--- src/rtl/bsr_pkg.sv ---
package bsr_pkg;

  typedef enum logic [1:0] {
    SQ_IDLE = 2'd0,
    SQ_TRIG = 2'd1,
    SQ_POLL = 2'd2,
    SQ_STAT = 2'd3
  } sq_state_t;

  typedef enum logic [1:0] {
    BP_IDLE = 2'd0,
    BP_CMD  = 2'd1,
    BP_RLAT = 2'd2
  } bp_state_t;

endpackage

--- src/rtl/bsr_bus_port.sv ---
module bsr_bus_port #(
  parameter int ADDR_W      = 3,
  parameter int DATA_W      = 32,
  parameter bit USE_WAITREQ = 1'b1
) (
  input  logic              clk,
  input  logic              rst,
  input  logic              req_valid,
  input  logic              req_write,
  input  logic [ADDR_W-1:0] req_addr,
  input  logic [DATA_W-1:0] req_wdata,
  output logic              req_ready,
  output logic              rsp_valid,
  output logic [DATA_W-1:0] rsp_data,
  output logic [ADDR_W-1:0] av_address,
  output logic              av_write,
  output logic [DATA_W-1:0] av_writedata,
  output logic              av_read,
  input  logic [DATA_W-1:0] av_readdata,
  input  logic              av_waitrequest
);
  import bsr_pkg::*;

  bp_state_t st;
  logic      stall;

  generate
    if (USE_WAITREQ) begin : g_wait
      assign stall = av_waitrequest;
    end else begin : g_nowait
      logic unused_wait;
      assign unused_wait = av_waitrequest;
      assign stall = 1'b0;
    end
  endgenerate

  assign req_ready = (st == BP_IDLE);

  always_ff @(posedge clk) begin
    if (rst) begin
      st           <= BP_IDLE;
      av_address   <= '0;
      av_write     <= 1'b0;
      av_read      <= 1'b0;
      av_writedata <= '0;
      rsp_valid    <= 1'b0;
      rsp_data     <= '0;
    end else begin
      rsp_valid <= 1'b0;
      case (st)
        BP_IDLE: begin
          if (req_valid) begin
            av_address   <= req_addr;
            av_write     <= req_write;
            av_read      <= ~req_write;
            av_writedata <= req_write ? req_wdata : '0;
            st           <= BP_CMD;
          end
        end
        BP_CMD: begin
          if (!stall) begin
            av_write <= 1'b0;
            av_read  <= 1'b0;
            if (av_read) begin
              st <= BP_RLAT;
            end else begin
              rsp_valid <= 1'b1;
              st        <= BP_IDLE;
            end
          end
        end
        BP_RLAT: begin
          rsp_data  <= av_readdata;
          rsp_valid <= 1'b1;
          st        <= BP_IDLE;
        end
        default: st <= BP_IDLE;
      endcase
    end
  end

  // a stalled command keeps every bus field steady
  assert_cmd_hold_R6: assert property (@(posedge clk) disable iff (rst)
    ((av_read || av_write) && stall) |=>
      ($stable(av_address) && $stable(av_read) && $stable(av_write) && $stable(av_writedata)));

  assert_one_strobe_R6: assert property (@(posedge clk) disable iff (rst)
    !(av_read && av_write));

  // a response follows only an accepted command
  assert_rsp_after_accept_R7: assert property (@(posedge clk) disable iff (rst)
    (av_read && !stall) |=> (st == BP_RLAT) ##1 rsp_valid);

endmodule

--- src/rtl/bsr_poll_timer.sv ---
module bsr_poll_timer #(
  parameter int LIMIT = 1024
) (
  input  logic clk,
  input  logic rst,
  input  logic clr,
  input  logic inc,
  output logic last
);
  localparam int CW = $clog2(LIMIT + 1);
  localparam logic [CW-1:0] LAST_V = CW'(LIMIT - 1);

  logic [CW-1:0] cnt;

  always_ff @(posedge clk) begin
    if (rst || clr) begin
      cnt <= '0;
    end else if (inc) begin
      cnt <= cnt + 1'b1;
    end
  end

  assign last = (cnt == LAST_V);

  // the count of busy polls never passes the final slot
  assert_poll_bound_R8: assert property (@(posedge clk) disable iff (rst)
    cnt <= LAST_V);

endmodule

--- src/rtl/bsr_seq.sv ---
module bsr_seq #(
  parameter int ADDR_W     = 3,
  parameter int DATA_W     = 32,
  parameter int TRIG_ADDR  = 2,
  parameter int BUSY_ADDR  = 3,
  parameter int STAT_ADDR  = 4,
  parameter int TRIG_BIT   = 0,
  parameter int BUSY_BIT   = 0,
  parameter int FIELD_LSB  = 13,
  parameter int FIELD_W    = 4
) (
  input  logic               clk,
  input  logic               rst,
  input  logic               start,
  input  logic               req_ready,
  output logic               req_valid,
  output logic               req_write,
  output logic [ADDR_W-1:0]  req_addr,
  output logic [DATA_W-1:0]  req_wdata,
  input  logic               rsp_valid,
  input  logic [DATA_W-1:0]  rsp_data,
  output logic               tmr_clr,
  output logic               tmr_inc,
  input  logic               tmr_last,
  output logic               done,
  output logic               err,
  output logic [FIELD_W-1:0] img_state,
  output logic [DATA_W-1:0]  raw_status
);
  import bsr_pkg::*;

  localparam logic [ADDR_W-1:0] A_TRIG = ADDR_W'(TRIG_ADDR);
  localparam logic [ADDR_W-1:0] A_BUSY = ADDR_W'(BUSY_ADDR);
  localparam logic [ADDR_W-1:0] A_STAT = ADDR_W'(STAT_ADDR);
  localparam int               F_MSB  = FIELD_LSB + FIELD_W - 1;

  sq_state_t st;
  logic      pend;
  logic      busy_bit;

  assign busy_bit  = rsp_data[BUSY_BIT];
  assign req_valid = (st != SQ_IDLE) && !pend && req_ready;
  assign req_write = (st == SQ_TRIG);
  assign req_wdata = DATA_W'(1) << TRIG_BIT;

  always_comb begin
    case (st)
      SQ_TRIG: req_addr = A_TRIG;
      SQ_POLL: req_addr = A_BUSY;
      default: req_addr = A_STAT;
    endcase
  end

  assign tmr_clr = (st == SQ_IDLE) && start;
  assign tmr_inc = (st == SQ_POLL) && rsp_valid && busy_bit && !tmr_last;

  always_ff @(posedge clk) begin
    if (rst) begin
      st         <= SQ_IDLE;
      pend       <= 1'b0;
      done       <= 1'b0;
      err        <= 1'b0;
      img_state  <= '0;
      raw_status <= '0;
    end else begin
      done <= 1'b0;
      if (req_valid) begin
        pend <= 1'b1;
      end else if (rsp_valid) begin
        pend <= 1'b0;
      end
      case (st)
        SQ_IDLE: begin
          if (start) begin
            err <= 1'b0;
            st  <= SQ_TRIG;
          end
        end
        SQ_TRIG: begin
          if (rsp_valid) st <= SQ_POLL;
        end
        SQ_POLL: begin
          if (rsp_valid) begin
            if (!busy_bit) begin
              st <= SQ_STAT;
            end else if (tmr_last) begin
              err <= 1'b1;
              st  <= SQ_IDLE;
            end
          end
        end
        SQ_STAT: begin
          if (rsp_valid) begin
            img_state  <= rsp_data[F_MSB:FIELD_LSB];
            raw_status <= rsp_data;
            done       <= 1'b1;
            st         <= SQ_IDLE;
          end
        end
        default: st <= SQ_IDLE;
      endcase
    end
  end

  // completion strobe lasts a single cycle
  assert_done_pulse_R5: assert property (@(posedge clk) disable iff (rst)
    done |=> !done);

  // stored result moves only together with done
  assert_img_hold_R8: assert property (@(posedge clk) disable iff (rst)
    ((img_state != $past(img_state)) || (raw_status != $past(raw_status))) |-> done);

  // a timeout never coincides with a completion
  assert_err_no_done_R8: assert property (@(posedge clk) disable iff (rst)
    $rose(err) |-> !done);

  // a capture write is only requested from the trigger step
  assert_single_trig_R9: assert property (@(posedge clk) disable iff (rst)
    (req_valid && req_write) |-> (st == SQ_TRIG));

endmodule

--- src/rtl/boot_status_reader.sv ---
module boot_status_reader #(
  parameter int ADDR_W      = 3,
  parameter int DATA_W      = 32,
  parameter int POLL_LIMIT  = 1024,
  parameter bit USE_WAITREQ = 1'b1,
  parameter int TRIG_ADDR   = 2,
  parameter int BUSY_ADDR   = 3,
  parameter int STAT_ADDR   = 4,
  parameter int FIELD_LSB   = 13,
  parameter int FIELD_W     = 4
) (
  input  logic               clk,
  input  logic               rst,
  input  logic               start,
  output logic               done,
  output logic               err,
  output logic [FIELD_W-1:0] img_state,
  output logic [DATA_W-1:0]  raw_status,
  output logic [ADDR_W-1:0]  av_address,
  output logic               av_write,
  output logic [DATA_W-1:0]  av_writedata,
  output logic               av_read,
  input  logic [DATA_W-1:0]  av_readdata,
  input  logic               av_waitrequest
);
  localparam logic [ADDR_W-1:0] A_TRIG = ADDR_W'(TRIG_ADDR);
  localparam logic [ADDR_W-1:0] A_BUSY = ADDR_W'(BUSY_ADDR);
  localparam logic [ADDR_W-1:0] A_STAT = ADDR_W'(STAT_ADDR);

  logic              req_valid, req_write, req_ready;
  logic [ADDR_W-1:0] req_addr;
  logic [DATA_W-1:0] req_wdata;
  logic              rsp_valid;
  logic [DATA_W-1:0] rsp_data;
  logic              tmr_clr, tmr_inc, tmr_last;

  bsr_seq #(
    .ADDR_W(ADDR_W), .DATA_W(DATA_W),
    .TRIG_ADDR(TRIG_ADDR), .BUSY_ADDR(BUSY_ADDR), .STAT_ADDR(STAT_ADDR),
    .TRIG_BIT(0), .BUSY_BIT(0),
    .FIELD_LSB(FIELD_LSB), .FIELD_W(FIELD_W)
  ) seq_i (
    .clk(clk), .rst(rst), .start(start),
    .req_ready(req_ready), .req_valid(req_valid), .req_write(req_write),
    .req_addr(req_addr), .req_wdata(req_wdata),
    .rsp_valid(rsp_valid), .rsp_data(rsp_data),
    .tmr_clr(tmr_clr), .tmr_inc(tmr_inc), .tmr_last(tmr_last),
    .done(done), .err(err), .img_state(img_state), .raw_status(raw_status)
  );

  bsr_poll_timer #(.LIMIT(POLL_LIMIT)) tmr_i (
    .clk(clk), .rst(rst), .clr(tmr_clr), .inc(tmr_inc), .last(tmr_last)
  );

  bsr_bus_port #(
    .ADDR_W(ADDR_W), .DATA_W(DATA_W), .USE_WAITREQ(USE_WAITREQ)
  ) port_i (
    .clk(clk), .rst(rst),
    .req_valid(req_valid), .req_write(req_write), .req_addr(req_addr),
    .req_wdata(req_wdata), .req_ready(req_ready),
    .rsp_valid(rsp_valid), .rsp_data(rsp_data),
    .av_address(av_address), .av_write(av_write), .av_writedata(av_writedata),
    .av_read(av_read), .av_readdata(av_readdata), .av_waitrequest(av_waitrequest)
  );

  // writes go only to the capture register with the command bit set
  assert_trig_write_R2: assert property (@(posedge clk) disable iff (rst)
    av_write |-> ((av_address == A_TRIG) && (av_writedata == DATA_W'(1))));

  // reads target only the busy or the status register
  assert_read_addr_R4: assert property (@(posedge clk) disable iff (rst)
    av_read |-> ((av_address == A_BUSY) || (av_address == A_STAT)));

endmodule

--- config.mk ---
export PLATFORM = sky130hd
export DESIGN_NAME = boot_status_reader
export DESIGN_NICKNAME = d
export VERILOG_FILES = /design/src/rtl/bsr_pkg.sv /design/src/rtl/bsr_bus_port.sv /design/src/rtl/bsr_poll_timer.sv /design/src/rtl/bsr_seq.sv /design/src/rtl/boot_status_reader.sv
export SDC_FILE = /design/constraint.sdc
export NUM_CORES = 1
export LEC_CHECK = 0
export ABC_AREA = 0
export BUFFER_PORTS_ARGS = -buffer_cell sky130_fd_sc_hd__buf_4
export CORE_ASPECT_RATIO = 1.25
export CORE_UTILIZATION = 40
export CTS_CLUSTER_SIZE = 16
export DETAILED_ROUTE_END_ITERATION = 16
export GPL_ROUTABILITY_DRIVEN = 0
export PLACE_DENSITY = 0.73
export SETUP_SLACK_MARGIN = 0.3
export SLEW_MARGIN = 5
export SYNTH_ARGS = -nofsm -noshare
export SYNTH_HDL_FRONTEND = slang
export SYNTH_SLANG_ARGS = --single-unit
export TNS_END_PERCENT = 100
--- constraint.sdc ---
create_clock -name clk -period 3.3 [get_ports clk]
set_input_delay 0.66 -clock clk [delete_from_list [all_inputs] [get_ports clk]]
set_output_delay 0.66 -clock clk [all_outputs]
set_load 0.02 [all_outputs]
==> run summary <==
Reg clk slew, reported paths -> 0.06 ns
Top_reg_cell synth -> dfxtp_1
Register area share after synthesis -> 0.4766
CP Launch Type -> flip-flop
Drt total wl -> 7.805 mm
Die X -> 88.47 um
Finished Cell Area -> 0.004608 mm2
Post-CTS Setup Bufs -> 0
RSZ-0062 raised after global routing -> no
CP max stage cell -> or4_1
I/O Pins -> 111
Fmax -> 0.5193 GHz
EDFF count, synth -> 0
Reg2reg end -> tmr_i.cnt[7]$_SDFFE_PP0P_
Via density -> 4.886
Placeable Area -> 0.009125 mm2
Leakage -> 1.792 nW
Post-CTS Hold Buffers -> 0
Post-route ant nets -> 0
CP endpoint -> tmr_i.cnt[7]$_SDFFE_PP0P_
Power Density -> 609.0 mW/mm2
Share of layout cells above drive strength 1 -> 0.2044
Final min period -> 1.925 ns
Worst path depth -> 6
Worst setup path start -> seq_i.st[0]$_SDFFE_PP0P_
Setup TNS -> 0 ns
Psw -> 0.7380 mW
Setup Skew -> 0.004414 ns
Clock Latency Late Sink -> 0.34 ns
Post-DP Area -> 0.004263 mm2
Worst Path Buf+Inv -> 1
DR iter-0 viols -> 206
Worst-path maximum fanout -> 8
Hold crit path type -> reg2reg
Slew @ Worst Pin -> 1.055 ns
Initial antenna violation count -> 0
H-Tree Depth -> 3
Row count -> 39
Filler instances -> 877
Final nets -> 539
Reg-to-reg slack, setup -> 1.37 ns
DRC Markers -> 0
Fin. Hold Viols -> 0
Root Driver -> clkbuf_16
Cell Chain, Critical Path -> inv_1 -> ha_1 -> and3_1 -> nand3_4 -> or4_1 -> a21oi_1
1st-pass router iterations -> 6
Synth area leader -> dfxtp_1
Clock sinks -> 89
Launching point of the worst reg2reg path -> seq_i.st[0]$_SDFFE_PP0P_
Final Cycle Share -> 0.5835
Most frequent cells in the layout -> dfxtp_1, buf_4, nand2_1
CTS buffer count -> 9
Warnings from Yosys -> 0
First-pass GRT wire length -> 12.73 mm
Share of power burned in registers -> 0.415
Reg2reg path depth -> 6
Port Buf Inserts -> 79
Clock buffer depth -> 2
Post-CTS Resized -> 0
Pin count of the biggest net entering global routing -> 47
FF+latch count, synth -> 89
Critical Path End Type -> flip-flop
GRT Util Overall -> 0.1692
Starting Density -> 0.4097
Post-Synthesis Cell Area -> 0.003739 mm2
Clk network pwr share -> 0.413
Placed wire-length estimate -> 5.287 mm
Commonest non-fill, non-tap cell in the layout -> dfxtp_1
GR Util met2 -> 0.2907
Syn Inst Count -> 429
Mean Syn Cell Area -> 8.715 um2
N_diodes -> 0
Maxcap violations -> 0
GR Layer Usage met1 -> 0.1905
Area growth, synth to finish -> 23.26%
Top delay family on crit path -> simple AND/OR/NAND/NOR gates
CP max stage delay -> 0.42 ns
CP arrival -> 2.19 ns
Peak VDD IR -> 343.8 uV
Met3 Track Usage GR -> 0.04095
Vias in the first global route -> 2,817
# setup viols final -> 0
Fraction of registers with async set/reset -> 0
Cells taking the most area after synthesis -> dfxtp_1, mux2i_1, nand2_1, buf_4, a21oi_1
CP required -> 3.57 ns
Via count -> 3,039
Slew headroom -> 0.2967
Critical path class -> reg2reg
Outcome -> complete, no violations
Die Height -> 110.1 um
Switching Share -> 0.2630
Die area -> 0.009740 mm2
Distinct cells, synth -> 42
GRT busiest layer -> met2
TritonCTS clock tree -> yes
Power Internal -> 2.068 mW
Wire length per cell -> 12.55 um
Max Slew Vio Count -> 0
Logic gate share of total power -> 0.172
Gr ovfl total -> 0
Post-synth top area share -> 0.4766
## sequential cells by signal (all words and copies together) (netlist names)
name	cells
port_i.av_address	3
port_i.av_read	1
port_i.av_write	1
port_i.av_writedata	1
port_i.rsp_data	32
port_i.rsp_valid	1
port_i.st	2
seq_i.done	1
seq_i.err	1
seq_i.pend	1
seq_i.raw_status	32
seq_i.st	2
tmr_i.cnt	11
## cell usage after synthesis, types with 2 or more instances
cell	count
a21oi_1	50
a31o_2	2
and2_1	4
and3_1	3
buf_2	3
buf_4	35
clkbuf_1	19
dfxtp_1	89
ha_1	9
inv_1	7
mux2i_1	32
nand2_1	81
nand2b_1	3
nand3_1	5
nand3b_1	2
nand4_1	2
nor2_1	43
nor2b_1	3
nor3_1	4
nor3b_1	3
o21ai_0	5
o31ai_1	3
or4_1	2
xor2_1	2
## area by class of cell
cell class / count / area (um2) / area share
Tap cell: 123 / 153.9 / 0.03340
Clock inverter: 5 / 102.6 / 0.02226
Multi-Input combinational cell: 305 / 1685 / 0.3657
Sequential cell: 89 / 1782 / 0.3866
Clock buffer: 11 / 242.7 / 0.05267
Inverter: 7 / 26.28 / 0.005702
Timing Repair Buffer: 82 / 615.6 / 0.1336
## stage by stage
step / worst slack [ns] / std cells / hold WS [ns] / util / power (mW)
floorplan: 1.674 / 459 / 0.4235 / - / 1.543
global placement: 1.513 / 606 / 0.4358 / 0.4672 / 1.636
detailed placement: 1.433 / 606 / 0.4477 / 0.4672 / 1.651
CTS: 1.386 / 622 / 0.4558 / 0.5050 / 2.825
global route: 1.274 / 622 / 0.4733 / 0.5050 / 2.922
finish: 1.375 / 622 / 0.4512 / 0.5050 / 2.806
## power by group through the flow
stage	sequential (mW)	clock, mW	combinational (mW)
5_1_grt	1.17	1.22	0.529
6_report	1.17	1.16	0.482
3_3_place_gp	1.18	0	0.453
4_1_cts	1.16	1.18	0.481
3_5_place_dp	1.19	0	0.464
2_1_floorplan	1.21	0	0.336
## metal layers
layer | vias up | part of all wire
met5 | - | 0
met4 | 0 | 0.027
met3 | 17 | 0.063
met2 | 109 | 0.50
met1 | 1409 | 0.41
li1 | 1504 | -
## worst reg2reg max path, delay by kind of cell (launching register included)
family	cells	cell delay, ns
flip-flops	1	0.36
buffers and inverters	1	0.14
adder cells (fa/ha/maj)	1	0.26
AO/OA/AOI/OAI	1	0.16
AND/OR/NAND/NOR	3	0.94
## kinds of logic after synthesis
kind of cell	share of synthesized area
AND/OR/NAND/NOR	0.1867
buffers and inverters	0.1034
other	0.001003
multiplexers	0.08568
AO/OA/AOI/OAI	0.1094
adder cells (fa/ha/maj)	0.03012
flip-flops	0.4766
XOR/XNOR	0.007029
## worst min path at each step
| stage | start | to | slack (ns) | depth (start not counted) |
|---|---|---|---|---|
| 2_1_floorplan | tmr_i.cnt[10]$_SDFFE_PP0P_ | tmr_i.cnt[10]$_SDFFE_PP0P_ | 0.42 | 2 |
| 3_3_place_gp | tmr_i.cnt[10]$_SDFFE_PP0P_ | tmr_i.cnt[10]$_SDFFE_PP0P_ | 0.44 | 2 |
| 3_5_place_dp | port_i.rsp_data[4]$_SDFFE_PP0P_ | seq_i.raw_status[4]$_SDFFE_PP0P_ | 0.45 | 2 |
| 4_1_cts | port_i.rsp_data[6]$_SDFFE_PP0P_ | seq_i.raw_status[6]$_SDFFE_PP0P_ | 0.46 | 2 |
| 5_1_grt | port_i.rsp_data[25]$_SDFFE_PP0P_ | seq_i.raw_status[25]$_SDFFE_PP0P_ | 0.47 | 2 |
| 6_report | port_i.rsp_data[21]$_SDFFE_PP0P_ | seq_i.raw_status[21]$_SDFFE_PP0P_ | 0.45 | 2 |
No activity file was read; power rests on OpenSTA's default activity.
